==> config.mk <==
export PLATFORM = sky130hd
export DESIGN_NAME = lcdc_regblk
export DESIGN_NICKNAME = d
export VERILOG_FILES = /design/src/rtl/lcdc_reg_pkg.sv /design/src/rtl/lcdc_rst_sync.sv /design/src/rtl/lcdc_cfg_regs.sv /design/src/rtl/lcdc_flags_irq.sv /design/src/rtl/lcdc_rd_mux.sv /design/src/rtl/lcdc_regblk.sv
export SDC_FILE = /design/constraint.sdc
export NUM_CORES = 1
export LEC_CHECK = 0
export BUFFER_PORTS_ARGS = -buffer_cell sky130_fd_sc_hd__buf_2
export CORE_MARGIN = 3
export CORE_UTILIZATION = 55
export DETAILED_ROUTE_END_ITERATION = 10
export PLACE_DENSITY_LB_ADDON = 0.12
export SETUP_SLACK_MARGIN = 0.05
export SYNTH_ARGS = -nofsm -noshare
export SYNTH_HDL_FRONTEND = slang
export SYNTH_SLANG_ARGS = --single-unit
==> constraint.sdc <==
create_clock -name clk_i -period 8.6 [get_ports clk_i]
set_clock_uncertainty 0.1 [all_clocks]
set_input_delay 0.43 -clock clk_i [delete_from_list [all_inputs] [get_ports clk_i]]
set_output_delay 0.43 -clock clk_i [all_outputs]
set_load 0.03 [all_outputs]
==> src/rtl/lcdc_reg_pkg.sv <==
package lcdc_reg_pkg;
  localparam int unsigned DATA_W  = 32;
  localparam int unsigned NUM_TIM = 3;
  localparam int unsigned NUM_FLG = 3;

  // byte offsets
  localparam int unsigned OFS_CTRL = 'h00;
  localparam int unsigned OFS_TIM0 = 'h04;
  localparam int unsigned OFS_TIM1 = 'h08;
  localparam int unsigned OFS_TIM2 = 'h0c;
  localparam int unsigned OFS_STAT = 'h10;
  localparam int unsigned OFS_SUB  = 'h14;

  // control field positions
  localparam int unsigned CB_EN     = 0;
  localparam int unsigned CB_MONO   = 1;
  localparam int unsigned CB_MASK   = 3;
  localparam int unsigned CB_TFT    = 7;
  localparam int unsigned CB_PLM    = 20;
  localparam int unsigned CB_TFT_HI = 23;

  // flag indices and status bit positions
  localparam int unsigned FLG_FRAME = 0;
  localparam int unsigned FLG_PAL   = 1;
  localparam int unsigned FLG_SYNC  = 2;
  localparam int unsigned SB_FRAME  = 0;
  localparam int unsigned SB_SYNC   = 2;
  localparam int unsigned SB_PAL    = 6;

  localparam logic [DATA_W-1:0] CTRL_KEEP = 32'h01cf_f300;
  localparam logic [DATA_W-1:0] CTRL_ONES = 32'hfe00_0c34;
  localparam logic [DATA_W-1:0] TIM0_ONES = 32'h0000_000f;
  localparam logic [DATA_W-1:0] TIM2_ONES = 32'hfc00_0000;
  localparam logic [DATA_W-1:0] SUB_KEEP  = 32'ha1ff_ffff;

  typedef enum logic [2:0] {
    SEL_NONE, SEL_CTRL, SEL_TIM0, SEL_TIM1, SEL_TIM2, SEL_STAT, SEL_SUB
  } reg_sel_e;

  localparam reg_sel_e TIM_SEL [NUM_TIM] = '{SEL_TIM0, SEL_TIM1, SEL_TIM2};

  typedef struct packed {
    logic              en;
    logic              mono;
    logic [1:0]        irq_mask;
    logic              tft;
    logic [1:0]        pal_mode;
    logic [DATA_W-1:0] keep;
  } ctrl_t;
endpackage

==> src/rtl/lcdc_rst_sync.sv <==
module lcdc_rst_sync (
  input  logic clk_i,
  input  logic rst_ni,
  output logic rst_no
);
  logic [1:0] sync_q;

  always_ff @(posedge clk_i or negedge rst_ni) begin
    if (!rst_ni) sync_q <= 2'b00;
    else         sync_q <= {sync_q[0], 1'b1};
  end

  assign rst_no = sync_q[1];
endmodule

==> src/rtl/lcdc_cfg_regs.sv <==
module lcdc_cfg_regs
  import lcdc_reg_pkg::*;
#(
  parameter int unsigned DIM_W = 10
) (
  input  logic                           clk_i,
  input  logic                           rst_ni,
  input  logic                           wr_i,
  input  reg_sel_e                       sel_i,
  input  logic [DATA_W-1:0]              wdata_i,
  output ctrl_t                          ctrl_o,
  output logic [NUM_TIM-1:0][DATA_W-1:0] tim_o,
  output logic [DATA_W-1:0]              sub_o,
  output logic                           en_chg_o,
  output logic [DIM_W:0]                 width_o,
  output logic [DIM_W:0]                 height_o
);
  ctrl_t             ctrl_d, ctrl_q;
  logic              chg_d, chg_q;
  logic [DATA_W-1:0] sub_d, sub_q;
  logic              ctrl_we, sub_we;

  assign ctrl_we = wr_i && (sel_i == SEL_CTRL);
  assign sub_we  = wr_i && (sel_i == SEL_SUB);

  always_comb begin
    ctrl_d = ctrl_q;
    chg_d  = 1'b0;
    if (ctrl_we) begin
      ctrl_d.en       = wdata_i[CB_EN];
      ctrl_d.mono     = wdata_i[CB_MONO];
      ctrl_d.irq_mask = wdata_i[CB_MASK +: 2];
      ctrl_d.tft      = wdata_i[CB_TFT];
      ctrl_d.pal_mode = wdata_i[CB_PLM +: 2];
      ctrl_d.keep     = wdata_i & CTRL_KEEP;
      chg_d           = (wdata_i[CB_EN] != ctrl_q.en);
    end
  end

  always_comb begin
    sub_d = sub_q;
    if (sub_we) sub_d = wdata_i & SUB_KEEP;
  end

  always_ff @(posedge clk_i or negedge rst_ni) begin
    if (!rst_ni) begin
      ctrl_q <= '0;
      chg_q  <= 1'b0;
      sub_q  <= '0;
    end else begin
      ctrl_q <= ctrl_d;
      chg_q  <= chg_d;
      sub_q  <= sub_d;
    end
  end

  for (genvar t = 0; t < NUM_TIM; t++) begin : g_tim
    logic              we;
    logic [DATA_W-1:0] d, q;
    assign we = wr_i && (sel_i == TIM_SEL[t]);
    always_comb begin
      d = q;
      if (we) d = wdata_i;
    end
    always_ff @(posedge clk_i or negedge rst_ni) begin
      if (!rst_ni) q <= '0;
      else         q <= d;
    end
    assign tim_o[t] = q;
  end

  assign ctrl_o   = ctrl_q;
  assign sub_o    = sub_q;
  assign en_chg_o = chg_q;
  assign width_o  = {1'b0, tim_o[0][DIM_W-1:0]} + 1'b1;
  assign height_o = {1'b0, tim_o[1][DIM_W-1:0]} + 1'b1;

  AST_EN_CHG_REAL: assert property (@(posedge clk_i) disable iff (!rst_ni)
    chg_q |-> (ctrl_q.en != $past(ctrl_q.en)));
  AST_EN_NO_SILENT: assert property (@(posedge clk_i) disable iff (!rst_ni)
    (ctrl_q.en != $past(ctrl_q.en)) |-> chg_q);
endmodule

==> src/rtl/lcdc_flags_irq.sv <==
module lcdc_flags_irq
  import lcdc_reg_pkg::*;
(
  input  logic               clk_i,
  input  logic               rst_ni,
  input  logic [NUM_FLG-1:0] set_i,
  input  logic [NUM_FLG-1:0] clr_i,
  input  logic [1:0]         mask_i,
  output logic [NUM_FLG-1:0] flags_o,
  output logic               irq_o
);
  logic [NUM_FLG-1:0] flg_d, flg_q;

  for (genvar k = 0; k < NUM_FLG; k++) begin : g_flg
    always_comb begin
      flg_d[k] = flg_q[k];
      if (set_i[k])      flg_d[k] = 1'b1;
      else if (clr_i[k]) flg_d[k] = 1'b0;
    end
    AST_SET_LANDS: assert property (@(posedge clk_i) disable iff (!rst_ni)
      set_i[k] |=> flg_q[k]);
    AST_IDLE_HOLDS: assert property (@(posedge clk_i) disable iff (!rst_ni)
      !(set_i[k] || clr_i[k]) |=> $stable(flg_q[k]));
  end

  always_ff @(posedge clk_i or negedge rst_ni) begin
    if (!rst_ni) flg_q <= '0;
    else         flg_q <= flg_d;
  end

  assign flags_o = flg_q;
  assign irq_o   = (flg_q[FLG_FRAME] & mask_i[0]) |
                   (flg_q[FLG_PAL]   & mask_i[1]) |
                    flg_q[FLG_SYNC];

  AST_SYNC_FORCES_IRQ: assert property (@(posedge clk_i) disable iff (!rst_ni)
    flags_o[FLG_SYNC] |-> irq_o);
  AST_MASKED_QUIET: assert property (@(posedge clk_i) disable iff (!rst_ni)
    (!flags_o[FLG_SYNC] && mask_i == 2'b00) |-> !irq_o);
endmodule

==> src/rtl/lcdc_rd_mux.sv <==
module lcdc_rd_mux
  import lcdc_reg_pkg::*;
(
  input  reg_sel_e                       sel_i,
  input  ctrl_t                          ctrl_i,
  input  logic [NUM_TIM-1:0][DATA_W-1:0] tim_i,
  input  logic [DATA_W-1:0]              sub_i,
  input  logic [NUM_FLG-1:0]             flags_i,
  output logic [DATA_W-1:0]              rdata_o
);
  logic [DATA_W-1:0] ctrl_rd, stat_rd;

  always_comb begin
    ctrl_rd                  = ctrl_i.keep | CTRL_ONES;
    ctrl_rd[CB_EN]           = ctrl_rd[CB_EN]   | ctrl_i.en;
    ctrl_rd[CB_MONO]         = ctrl_rd[CB_MONO] | ctrl_i.mono;
    ctrl_rd[CB_MASK +: 2]    = ctrl_rd[CB_MASK +: 2] | ctrl_i.irq_mask;
    ctrl_rd[CB_TFT]          = ctrl_rd[CB_TFT]  | ctrl_i.tft;
    ctrl_rd[CB_TFT_HI]       = ctrl_rd[CB_TFT_HI] | ctrl_i.tft;
    ctrl_rd[CB_PLM +: 2]     = ctrl_rd[CB_PLM +: 2] | ctrl_i.pal_mode;
  end

  always_comb begin
    stat_rd           = '0;
    stat_rd[SB_FRAME] = flags_i[FLG_FRAME];
    stat_rd[SB_SYNC]  = flags_i[FLG_SYNC];
    stat_rd[SB_PAL]   = flags_i[FLG_PAL];
  end

  always_comb begin
    unique case (sel_i)
      SEL_CTRL: rdata_o = ctrl_rd;
      SEL_TIM0: rdata_o = tim_i[0] | TIM0_ONES;
      SEL_TIM1: rdata_o = tim_i[1];
      SEL_TIM2: rdata_o = tim_i[2] | TIM2_ONES;
      SEL_STAT: rdata_o = stat_rd;
      SEL_SUB:  rdata_o = sub_i;
      default:  rdata_o = '0;
    endcase
  end
endmodule

==> src/rtl/lcdc_regblk.sv <==
module lcdc_regblk
  import lcdc_reg_pkg::*;
#(
  parameter int unsigned ADDR_W = 8,
  parameter int unsigned DIM_W  = 10
) (
  input  logic               clk_i,
  input  logic               rst_ni,
  input  logic [ADDR_W-1:0]  bus_addr_i,
  input  logic               bus_wr_i,
  input  logic [31:0]        bus_wdata_i,
  output logic [31:0]        bus_rdata_o,
  input  logic [2:0]         flag_set_i,
  input  logic [2:0]         flag_clr_i,
  output logic               irq_o,
  output logic               en_chg_o,
  output logic               lcd_en_o,
  output logic               mono_o,
  output logic               tft_o,
  output logic [1:0]         pal_mode_o,
  output logic [DIM_W:0]     width_o,
  output logic [DIM_W:0]     height_o
);
  logic                           rst_n;
  reg_sel_e                       sel;
  ctrl_t                          ctrl;
  logic [NUM_TIM-1:0][DATA_W-1:0] tim;
  logic [DATA_W-1:0]              sub;
  logic [NUM_FLG-1:0]             flags;

  lcdc_rst_sync u_rst (.clk_i(clk_i), .rst_ni(rst_ni), .rst_no(rst_n));

  always_comb begin
    if      (bus_addr_i == ADDR_W'(OFS_CTRL)) sel = SEL_CTRL;
    else if (bus_addr_i == ADDR_W'(OFS_TIM0)) sel = SEL_TIM0;
    else if (bus_addr_i == ADDR_W'(OFS_TIM1)) sel = SEL_TIM1;
    else if (bus_addr_i == ADDR_W'(OFS_TIM2)) sel = SEL_TIM2;
    else if (bus_addr_i == ADDR_W'(OFS_STAT)) sel = SEL_STAT;
    else if (bus_addr_i == ADDR_W'(OFS_SUB))  sel = SEL_SUB;
    else                                      sel = SEL_NONE;
  end

  lcdc_cfg_regs #(.DIM_W(DIM_W)) u_cfg (
    .clk_i(clk_i), .rst_ni(rst_n), .wr_i(bus_wr_i), .sel_i(sel),
    .wdata_i(bus_wdata_i), .ctrl_o(ctrl), .tim_o(tim), .sub_o(sub),
    .en_chg_o(en_chg_o), .width_o(width_o), .height_o(height_o)
  );

  lcdc_flags_irq u_flg (
    .clk_i(clk_i), .rst_ni(rst_n), .set_i(flag_set_i), .clr_i(flag_clr_i),
    .mask_i(ctrl.irq_mask), .flags_o(flags), .irq_o(irq_o)
  );

  lcdc_rd_mux u_rd (
    .sel_i(sel), .ctrl_i(ctrl), .tim_i(tim), .sub_i(sub),
    .flags_i(flags), .rdata_o(bus_rdata_o)
  );

  assign lcd_en_o   = ctrl.en;
  assign mono_o     = ctrl.mono;
  assign tft_o      = ctrl.tft;
  assign pal_mode_o = ctrl.pal_mode;

  AST_CTRL_ONES: assert property (@(posedge clk_i) disable iff (!rst_n)
    (sel == SEL_CTRL) |-> ((bus_rdata_o & CTRL_ONES) == CTRL_ONES));
  AST_SUB_MASKED: assert property (@(posedge clk_i) disable iff (!rst_n)
    (sel == SEL_SUB) |-> ((bus_rdata_o & ~SUB_KEEP) == '0));
  AST_STAT_ONLY_FLAGS: assert property (@(posedge clk_i) disable iff (!rst_n)
    (sel == SEL_STAT) |-> ((bus_rdata_o & ~32'h0000_0045) == '0));
  AST_UNMAPPED_ZERO: assert property (@(posedge clk_i) disable iff (!rst_n)
    (sel == SEL_NONE) |-> (bus_rdata_o == '0));
endmodule

==> After elaboration in Yosys (flattened, before gate mapping) <==
Index checks and enable logic that the tools add are counted.
{ "word_totals": {"in_bits": 49, "register_bits": 143} }
{ "classes": {"muxes": 14, "add_sub_neg": 2, "bitwise_logic": 5, "reduce_logical": 9, "n_eq_ne": 12} }
{ "op_table": {"columns": ["cell", "count"], "rows": [
  ["one-hot mux 32 bit (6 select lines)", 1],
  ["adder 10 x 1 -> 11 bit (second input constant)", 2],
  ["2-to-1 mux 3 bit", 6],
  ["equality test 8 x 4 -> 1 bit (second input constant)", 2],
  ["equality test 8 x 5 -> 1 bit (second input constant)", 2],
  ["equality test 3 bit (second input constant)", 3],
  ["equality test 8 x 3 -> 1 bit (second input constant)", 1],
  ["zero test 8 bit", 1],
  ["2-to-1 mux 1 bit", 7],
  ["equality test 3 x 2 -> 1 bit (second input constant)", 2],
  ["nonzero test 2 bit", 3],
  ["logical AND 1 bit", 5],
  ["equality test 3 x 1 -> 1 bit (second input constant)", 1],
  ["bitwise OR 1 bit", 3],
  ["AND 1 bit", 2],
  ["inequality test 1 bit", 1]
]} }

==> Depth between registers and ports, before layout <==
Gate-level depths: netlist of run 1.
{ "depth": {"depth_word": 10, "mapped_depth": 7} }

==> By module <==
From an unflattened synthesis of run 1, not the netlist that was laid out.
{ "hier_totals": {"cells_unflattened": 591, "hier_area_um2": 7450.9} }
{ "modules_own_cells": {"columns": ["module", "seq_area_each_um2", "cells_per_inst", "n_inst", "area_each_um2"], "rows": [
  ["lcdc_cfg_regs", 3603.5, 387, 1, 5930.7],
  ["lcdc_rd_mux", 0.0, 183, 1, 1276.2],
  ["lcdc_flags_irq", 75.1, 10, 1, 120.1],
  ["lcdc_regblk", 0.0, 8, 1, 70.1],
  ["lcdc_rst_sync", 50.0, 3, 1, 53.8]
]} }

==> Least setup slack after synthesis of run 1 <==
Ideal clock, no wire load.
{ "synth_timing": {"path_kind": "input-to-output", "start": "input port bus_addr_i[1]", "end": "output port bus_rdata_o[25]", "arrival_ns": 2.179, "setup_slack_ns": 5.891, "t_required_ns": 8.070, "path_stages": 4, "n_path_buf": 1, "cell_sequence": "or4_4 or3_1 buf_6 o21ai_0"} }
{ "synth_via": {"elab_chain_cells": 9} }
{ "synth_rtl": {"columns": ["item", "line_no", "text"], "rows": [
  ["start, declared", "lcdc_regblk.sv:9", "input logic [ADDR_W-1:0] bus_addr_i,"],
  ["equality test 8 x 5 -> 1 bit", "lcdc_regblk.sv:39", "else if (bus_addr_i == ADDR_W'(OFS_SUB)) sel = SEL_SUB;"],
  ["2-to-1 mux 3 bit", "lcdc_regblk.sv:39", null],
  ["2-to-1 mux 3 bit", "lcdc_regblk.sv:38", "else if (bus_addr_i == ADDR_W'(OFS_STAT)) sel = SEL_STAT;"],
  ["2-to-1 mux 3 bit", "lcdc_regblk.sv:37", "else if (bus_addr_i == ADDR_W'(OFS_TIM2)) sel = SEL_TIM2;"],
  ["2-to-1 mux 3 bit", "lcdc_regblk.sv:36", "else if (bus_addr_i == ADDR_W'(OFS_TIM1)) sel = SEL_TIM1;"],
  ["2-to-1 mux 3 bit", "lcdc_regblk.sv:35", "else if (bus_addr_i == ADDR_W'(OFS_TIM0)) sel = SEL_TIM0;"],
  ["2-to-1 mux 3 bit *", "lcdc_regblk.sv:34", "if (bus_addr_i == ADDR_W'(OFS_CTRL)) sel = SEL_CTRL;"],
  ["equality test 3 bit, or another cell as far along", "lcdc_rd_mux.sv:31", "unique case (sel_i)"],
  ["one-hot mux 32 bit (6 select lines) *", "lcdc_rd_mux.sv:31", null],
  ["end, declared", "lcdc_regblk.sv:12", "output logic [31:0] bus_rdata_o,"]
]} }
Every way passes the cells marked *; elsewhere a longest branch is shown, timed or not.

==> Worst setup path in the final report of run 1 <==
{ "layout_timing": {"start": "input port bus_addr_i[1]", "end": "register u_cfg.sub_q[13] (netlist: u_cfg.sub_o[13])"} }
{ "layout_via": {"elab_chain_cells": 9} }
{ "layout_rtl": {"columns": ["item", "line_no", "text"], "rows": [
  ["equality test 8 x 5 -> 1 bit", "lcdc_regblk.sv:39", null],
  ["2-to-1 mux 3 bit", "lcdc_regblk.sv:39", null],
  ["2-to-1 mux 3 bit", "lcdc_regblk.sv:38", null],
  ["2-to-1 mux 3 bit", "lcdc_regblk.sv:37", null],
  ["2-to-1 mux 3 bit", "lcdc_regblk.sv:36", null],
  ["2-to-1 mux 3 bit", "lcdc_regblk.sv:35", null],
  ["2-to-1 mux 3 bit *", "lcdc_regblk.sv:34", null],
  ["equality test 3 bit *", "lcdc_cfg_regs.sv:24", "assign sub_we = wr_i && (sel_i == SEL_SUB);"],
  ["logical AND 1 bit *", "lcdc_cfg_regs.sv:24", null],
  ["end signal, assigned", "lcdc_cfg_regs.sv:53", "sub_q <= sub_d;"],
  ["end, declared", "lcdc_cfg_regs.sv:20", "logic [DATA_W-1:0] sub_d, sub_q;"]
]} }
Marked as above.
A chain may end at the register's enable or synchronous reset.

==> results of run 1 <==
## sequential cells by signal, indices dropped and copies added, names as in the netlist
signal          flops
u_flg.flags_o       3
u_cfg.sub_o        27
u_cfg.en_chg_o      1
u_cfg.g_tim.q      90
u_cfg.ctrl_o       20
u_rst.sync_q        2
## worst max-delay path, delay by kind of cell
family / cells / cell delay (ns)
buffers and inverters: 1 / 0.10
and+or+nand+nor: 3 / 2.28
muxes: 1 / 0.60
## path summary, 6_finish.rpt
check / from / to / slack [ns]
worst max register to register: u_rst.sync_q[1] / u_cfg.g_tim[0].q[3] / 6.56
min in group asynchronous: rst_ni / u_rst.sync_q[1] / 0.22
worst min register to register: u_rst.sync_q[0] / u_rst.sync_q[1] / 0.25
worst min-delay path: flag_set_i[1] / u_flg.flags_o[1] / 0.09
worst max-delay path: bus_addr_i[1] / u_cfg.sub_o[13] / 5.38
max in group asynchronous: u_rst.sync_q[1] / u_cfg.g_tim[0].q[3] / 6.56
## cell usage after synthesis (3+ instances only)
library cell,n,share of area
a21o_1,4,0.0043
a21oi_1,24,0.017
a22o_1,3,0.0038
and3_1,4,0.0036
buf_1,6,0.0033
buf_2,7,0.0051
buf_4,4,0.0043
buf_6,6,0.0098
clkbuf_1,13,0.0071
dfrtp_1,143,0.52
inv_1,11,0.0060
mux2_1,3,0.0049
mux2_2,139,0.23
mux2i_1,9,0.013
mux4_2,12,0.039
nand2_1,29,0.016
nand2b_1,4,0.0036
nand3_1,26,0.019
nor2_1,14,0.0076
nor2b_1,4,0.0036
o21ai_0,9,0.0065
o22ai_1,4,0.0036
xnor2_1,12,0.015
xor2_1,5,0.0063
## cell type report
type,instances,area (µm²)
timing repair buffer,117,608
clock buffer,20,447
sequential,143,3580
tap,168,210
clock inverter,12,120
inverter,12,45.0
multi-input combinational,344,3090
fill,964,4060
## repair_timing
action / CTS / global route
hold endpoints to repair: 2 / 0
hold buffers: 1 / 0
gates resized for setup: 0 / 0
## kinds of logic after synthesis
logic type	after synthesis	synth area share
and+or+nand+nor	100	0.0791
buffers and inverters	48	0.0360
AOI/OAI and AO/OA	61	0.0578
other	1	0.000543
muxes	163	0.284
xor gates and xnor gates	17	0.0215
adders and majority gates	2	0.00362
DFF	143	0.518
## through the flow
| step | setup WS [ns] | hold slack [ns] | total power, W |
|---|---|---|---|
| after detailed placement | 5.03 | 0.118 | 0.000872 |
| after CTS | 5.45 | 0.0733 | 0.00157 |
| after floorplan | 4.22 | 0.0344 | 0.000823 |
| after global routing | 5.28 | 0.0883 | 0.00162 |
| after global placement | 5.02 | 0.114 | 0.000866 |
| final | 5.38 | 0.0925 | 0.00156 |
## routing by layer
metal	up-vias	track usage
li1	2143	-
met1	2447	0.317
met2	128	0.397
met3	14	0.0581
met4	0	0.0740
met5	-	0
## power breakdown
part | internal, W | leakage, nW | switching, W
combinational | 0.0000563 | 1.92 | 0.0000694
sequential | 0.000705 | 1.96 | 0.0000285
clock | 0.000430 | 0.271 | 0.000272
==> impl_results.md, run 1 <==
* Fin. Hold Viols at 0
* Async set or reset register ratio after synthesis at 1.00
* Fin crit share at 0.374
* Seq/Total Area, Yosys at 0.518
* Worst path required time at 8.79 ns
* Post-Syn Area at 0.00691 mm²
* Met1 Wirelength at 7080 µm
* Actual slew at the worst max-slew pin at 1.04 ns
* Non-Filler Instances at 816
* DR WL/cell at 19.7 µm
* Syn_nets at 586
* Chip width at 118 µm
* CP max FO at 27
* CTS buffer count at 17
* Fin util at 0.666
* Setup bufs post-CTS at 0
* CP max stage cell: nand4_2
* Core Region at 0.0122 mm²
* Vias per inst at 5.80
* Total gr overflow at 0
* Clock insertion delay at the later pin of the skew report at 0.41 ns
* Met2 WL at 7980 µm
* CTS Sinks at 143
* Unique cell type count in the Yosys netlist at 52
* Cell breakdown of the critical path: buf_2 > or4_4 > nor2_1 > nand4_2 > mux2_2
* Placed cell areas at 0.00752 mm²
* FF-to-FF path depth at 1
* Iter 0 DRT Violations at 307
* GRT Total Usage at 0.241
* Post-route ant nets at 0
* CTS tree: built
* Outcome: completed
* WL met3 at 850 µm
* Initial antenna violation count at 0
* Starting Density at 0.568
* Max cap viols at 0
* N_diodes at 0
* Yosys reg bits at 143
* Leakage at 4.15 nW
* DRT Pass-1 Iters at 5
* PD cells at 193 mW/mm²
* Avg Cell Area, Syn at 12.9 µm²
* Gp weighted congestion at 0.795
* Share of cells above drive strength 1 at 0.477
* Worst Hold Path Cells at 2
* Relative slew slack at 0.303
* Commonest non-fill, non-tap cell in the layout: dfrtp_1
* Largest net degree at the start of global routing at 76
* WL final at 16100 µm
* Startpoint types: input pin
* CP peak stage delay at 0.97 ns
* Setup TNS at 0 ns
* Clock buffer depth at 2
* IO Port Bufs at 109
* Predominant post-synthesis flop cell: dfrtp_1
* Area Overhead vs Synth at 17.2%
* Top Layer Used: met4
* Final setup vio count at 0
* CP endpoint kind: register
* Site Rows at 40
* Peak VDD IR at 116 µV
* Total number of vias at 4732
* Placed wire-length estimate at 10300 µm
* Vias in the first global route at 4919
* Commonest non-fill, non-tap cells in the layout: dfrtp_1 (142), mux2_2 (139), buf_2 (109), nand2_1 (29), nand3_1 (25)
* Placed insts at 783
* Worst min-delay path category: input pin to register
* Fin area at 0.00810 mm²
* H-tree lvl count at 4
* Clock slew at reported path FFs at 0.06 ns
* Synthesized instance count at 535
* Die H at 118 µm
* Post-synth EDFFs at 0
* RSZ-0062 raised after global routing: false
* # IOs at 110
* Critical path type: input pin to register
* Nets at 686
* CTS Root Cell: clkbuf_16
* Final min period at 3.22 ns
* Peak Freq at 0.311 GHz
* First-pass GRT wire length at 26100 µm
* Die area at 0.0139 mm²
* Worst endpoint data arrival time at 3.41 ns
* DRC viols at 0
* Slew Limit Fails at 0
* Yosys warning count at 0
Note: power is estimated with default switching activity, not from simulation.
==> run 2, diff against run 1 <==
--- a/config.mk
+++ b/config.mk
@@ -5,9 +5,10 @@
 export SDC_FILE = /design/constraint.sdc
 export NUM_CORES = 1
 export LEC_CHECK = 0
+export ABC_AREA = 1
 export BUFFER_PORTS_ARGS = -buffer_cell sky130_fd_sc_hd__buf_2
 export CORE_MARGIN = 3
-export CORE_UTILIZATION = 55
+export CORE_UTILIZATION = 51
 export DETAILED_ROUTE_END_ITERATION = 10
 export PLACE_DENSITY_LB_ADDON = 0.12
 export SETUP_SLACK_MARGIN = 0.05
==> constraint.sdc (replaced) <==
create_clock -name clk_i -period 2.79 [get_ports clk_i]
set_clock_uncertainty 0.1 [all_clocks]
set_input_delay 0.1395 -clock clk_i [delete_from_list [all_inputs] [get_ports clk_i]]
set_output_delay 0.1395 -clock clk_i [all_outputs]
set_load 0.03 [all_outputs]
==> impl_results.md, run 2 <==
* Post-synth top cells: nand2_1 (261), dfrtp_1 (143), o21ai_0 (97), inv_1 (62), nor2_1 (49)
* N_diodes at 0
* Yosys warning count at 0
* Total gr overflow at 0
* Syn_nets at 872
* First-pass GRT wire length at 28800 µm
* Non-Filler Instances at 1143
* RSZ-0062 raised after global routing: false
* Peak VDD IR at 435 µV
* PD cells at 598 mW/mm²
* Share of cells above drive strength 1 at 0.175
* CTS Root Cell: clkbuf_16
* Cell with the most instances after synthesis: nand2_1
* Predominant post-synthesis flop cell: dfrtp_1
* R2r startpoint: u_flg.flags_o[1]
* Site Rows at 41
* Worst endpoint data arrival time at 2.08 ns
* Unique cell type count in the Yosys netlist at 33
* Sequential standard cell area at 0.00358 mm²
* Total number of vias at 5931
* Fin crit share at 0.832
* Iter 0 DRT Violations at 592
* Fin util at 0.654
* Final setup vio count at 0
* Largest net degree at the start of global routing at 65
* Seq/Total Area, Yosys at 0.532
* Fillers at 1075
* Die H at 121 µm
* Worst setup path startpoint: u_cfg.g_tim[0].q[0]
* Placed wire-length estimate at 11400 µm
* Commonest non-fill, non-tap cell in the layout: nand2_1
* Place WS at 0.655 ns
* Avg Cell Area, Syn at 8.19 µm²
* Post-route ant nets at 0
* Chip width at 121 µm
* Synthesized instance count at 821
* Gp weighted congestion at 0.809
* Post-synth EDFFs at 0
* CTS buffer count at 17
* Leakage at 4.42 nW
* Critical path type: register to output pin
* CP max FO at 4
* Final min period at 2.32 ns
* CTS Sinks at 143
* Synth top area share at 0.532
* Post-Syn Area at 0.00673 mm²
* Cell taking the most area after synthesis: dfrtp_1
* GRT Total Usage at 0.253
* Vias per inst at 5.19
* WL final at 17400 µm
* Largest cells by area after synthesis: dfrtp_1 (53%), nand2_1 (15%), o21ai_0 (7.2%)
* Clock slew at reported path FFs at 0.06 ns
* Core Region at 0.0128 mm²
* Worst min-delay path category: register to async pin
* Outcome: completed
* DRT Pass-1 Iters at 6
* Async set or reset register ratio after synthesis at 1.00
* Nets at 1009
* IO Port Bufs at 109
* Die area at 0.0146 mm²
* Setup TNS at 0 ns
* Startpoint types: register
* Largest Register: u_cfg.g_tim.q
* DRC viols at 0
* Slew Limit Fails at 0
* Actual slew at the worst max-slew pin at 0.829 ns
* Multi-input logic area at 0.00265 mm²
* Peak Freq at 0.431 GHz
* CTS tree: built
* Clock buffer depth at 2
* Commonest non-fill, non-tap cells in the layout: nand2_1 (261), dfrtp_1 (142), buf_2 (109), o21ai_0 (97), inv_1 (62)
* H-tree lvl count at 4
* Clock insertion delay at the later pin of the skew report at 0.43 ns
* # IOs at 110
* Number of flip-flops under the largest register name at 90
* Starting Density at 0.527
* Placed insts at 1070
* Yosys reg bits at 143
* Area Overhead vs Synth at 24.2%
* DR WL/cell at 15.2 µm
* Fin. Hold Viols at 0
* CP endpoint kind: output pin
* Relative slew slack at 0.447
* Initial antenna violation count at 0
* Worst path required time at 2.55 ns
* Max cap viols at 0
* Worst setup slack after layout at 0.468 ns
* Vias in the first global route at 5870
-- run 2: cell types whose count changed in the layout (fill, tap and decap cells not counted), moves of 12 or more --
cell and change:
nand3_1 +22, mux2_2 -139, inv_1 +51, nand2_1 +232
mux4_2 -12, nor2_1 +35, dlygate4sd3_1 +40, o21ai_1 +25
o21ai_0 +88
-- run 2: worst paths after layout --
path / endpoint / slack (ns) / cells after the start
worst min-delay path: u_cfg.g_tim[0].q[29] / 0.22 / 0
worst min register to register: u_cfg.g_tim[0].q[29] / 0.22 / 0
worst max-delay path: width_o[10] / 0.47 / 6
max in group asynchronous: u_cfg.g_tim[2].q[7] / 1.48 / 1
worst max register to register: u_flg.flags_o[1] / 1.43 / 3
min in group clk_i: u_rst.sync_q[1] / 0.25 / 0
-- run 2: area by class of cell --
type                            instances  share of cell area
Clock buffer                           18              0.0526
Clock inverter                         14              0.0201
Inverter                               66              0.0304
Multi-Input combinational cell        569               0.317
Sequential cell                       143               0.429
Tap cell                              172              0.0258
Timing Repair Buffer                  161               0.126
-- run 2: critical path, stage by stage (launching register included) --
cell and delay [ns]:
dfrtp_1 0.41, ha_1 0.21, nand3_1 0.13, nor3_1 0.34
nand3_1 0.18, nor3_1 0.16, buf_2 0.22
-- run 2: layer usage --
| layer | up-vias | part of all wire | GRT usage |
|---|---|---|---|
| li1 | 2894 | - | - |
| met4 | 0 | 0.019 | 0.103 |
| met1 | 2836 | 0.44 | 0.330 |
| met5 | - | 0 | 0 |
| met2 | 175 | 0.50 | 0.417 |
| met3 | 26 | 0.043 | 0.0463 |
-- run 2: timing repair --
item                                   in CTS  in global routing
hold buffers                               41                  0
resized for setup                           0                  0
setup buffers                               0                  0
endpoints found under the hold margin     140                  0
-- run 2: power by group --
part,leakage [nW],switching [W],internal [W]
Combinational,2.23,0.000245,0.000158
Clock,0.280,0.000888,0.00142
Sequential,1.90,0.0000897,0.00219
Total,4.42,0.00122,0.00377
-- run 2: metrics by stage --
stage          total power [W]  hold WS, ns  cell area [µm²]
2_1_floorplan          0.00253       -0.256             6730
3_3_place_gp           0.00266       -0.173             7340
3_5_place_dp           0.00268       -0.171             7340
6_report               0.00499        0.219             8360
5_1_grt                0.00517        0.256             8360
4_1_cts                0.00504        0.247             8360
-- run 2: cell families after synthesis --
| logic type | synth area share |
|---|---|
| adders and majority gates | 0.00372 |
| and+or+nand+nor | 0.244 |
| buffers and inverters | 0.0746 |
| AOI/OAI and AO/OA | 0.123 |
| DFF | 0.532 |
| xor gates and xnor gates | 0.0221 |
| other | 0.000558 |
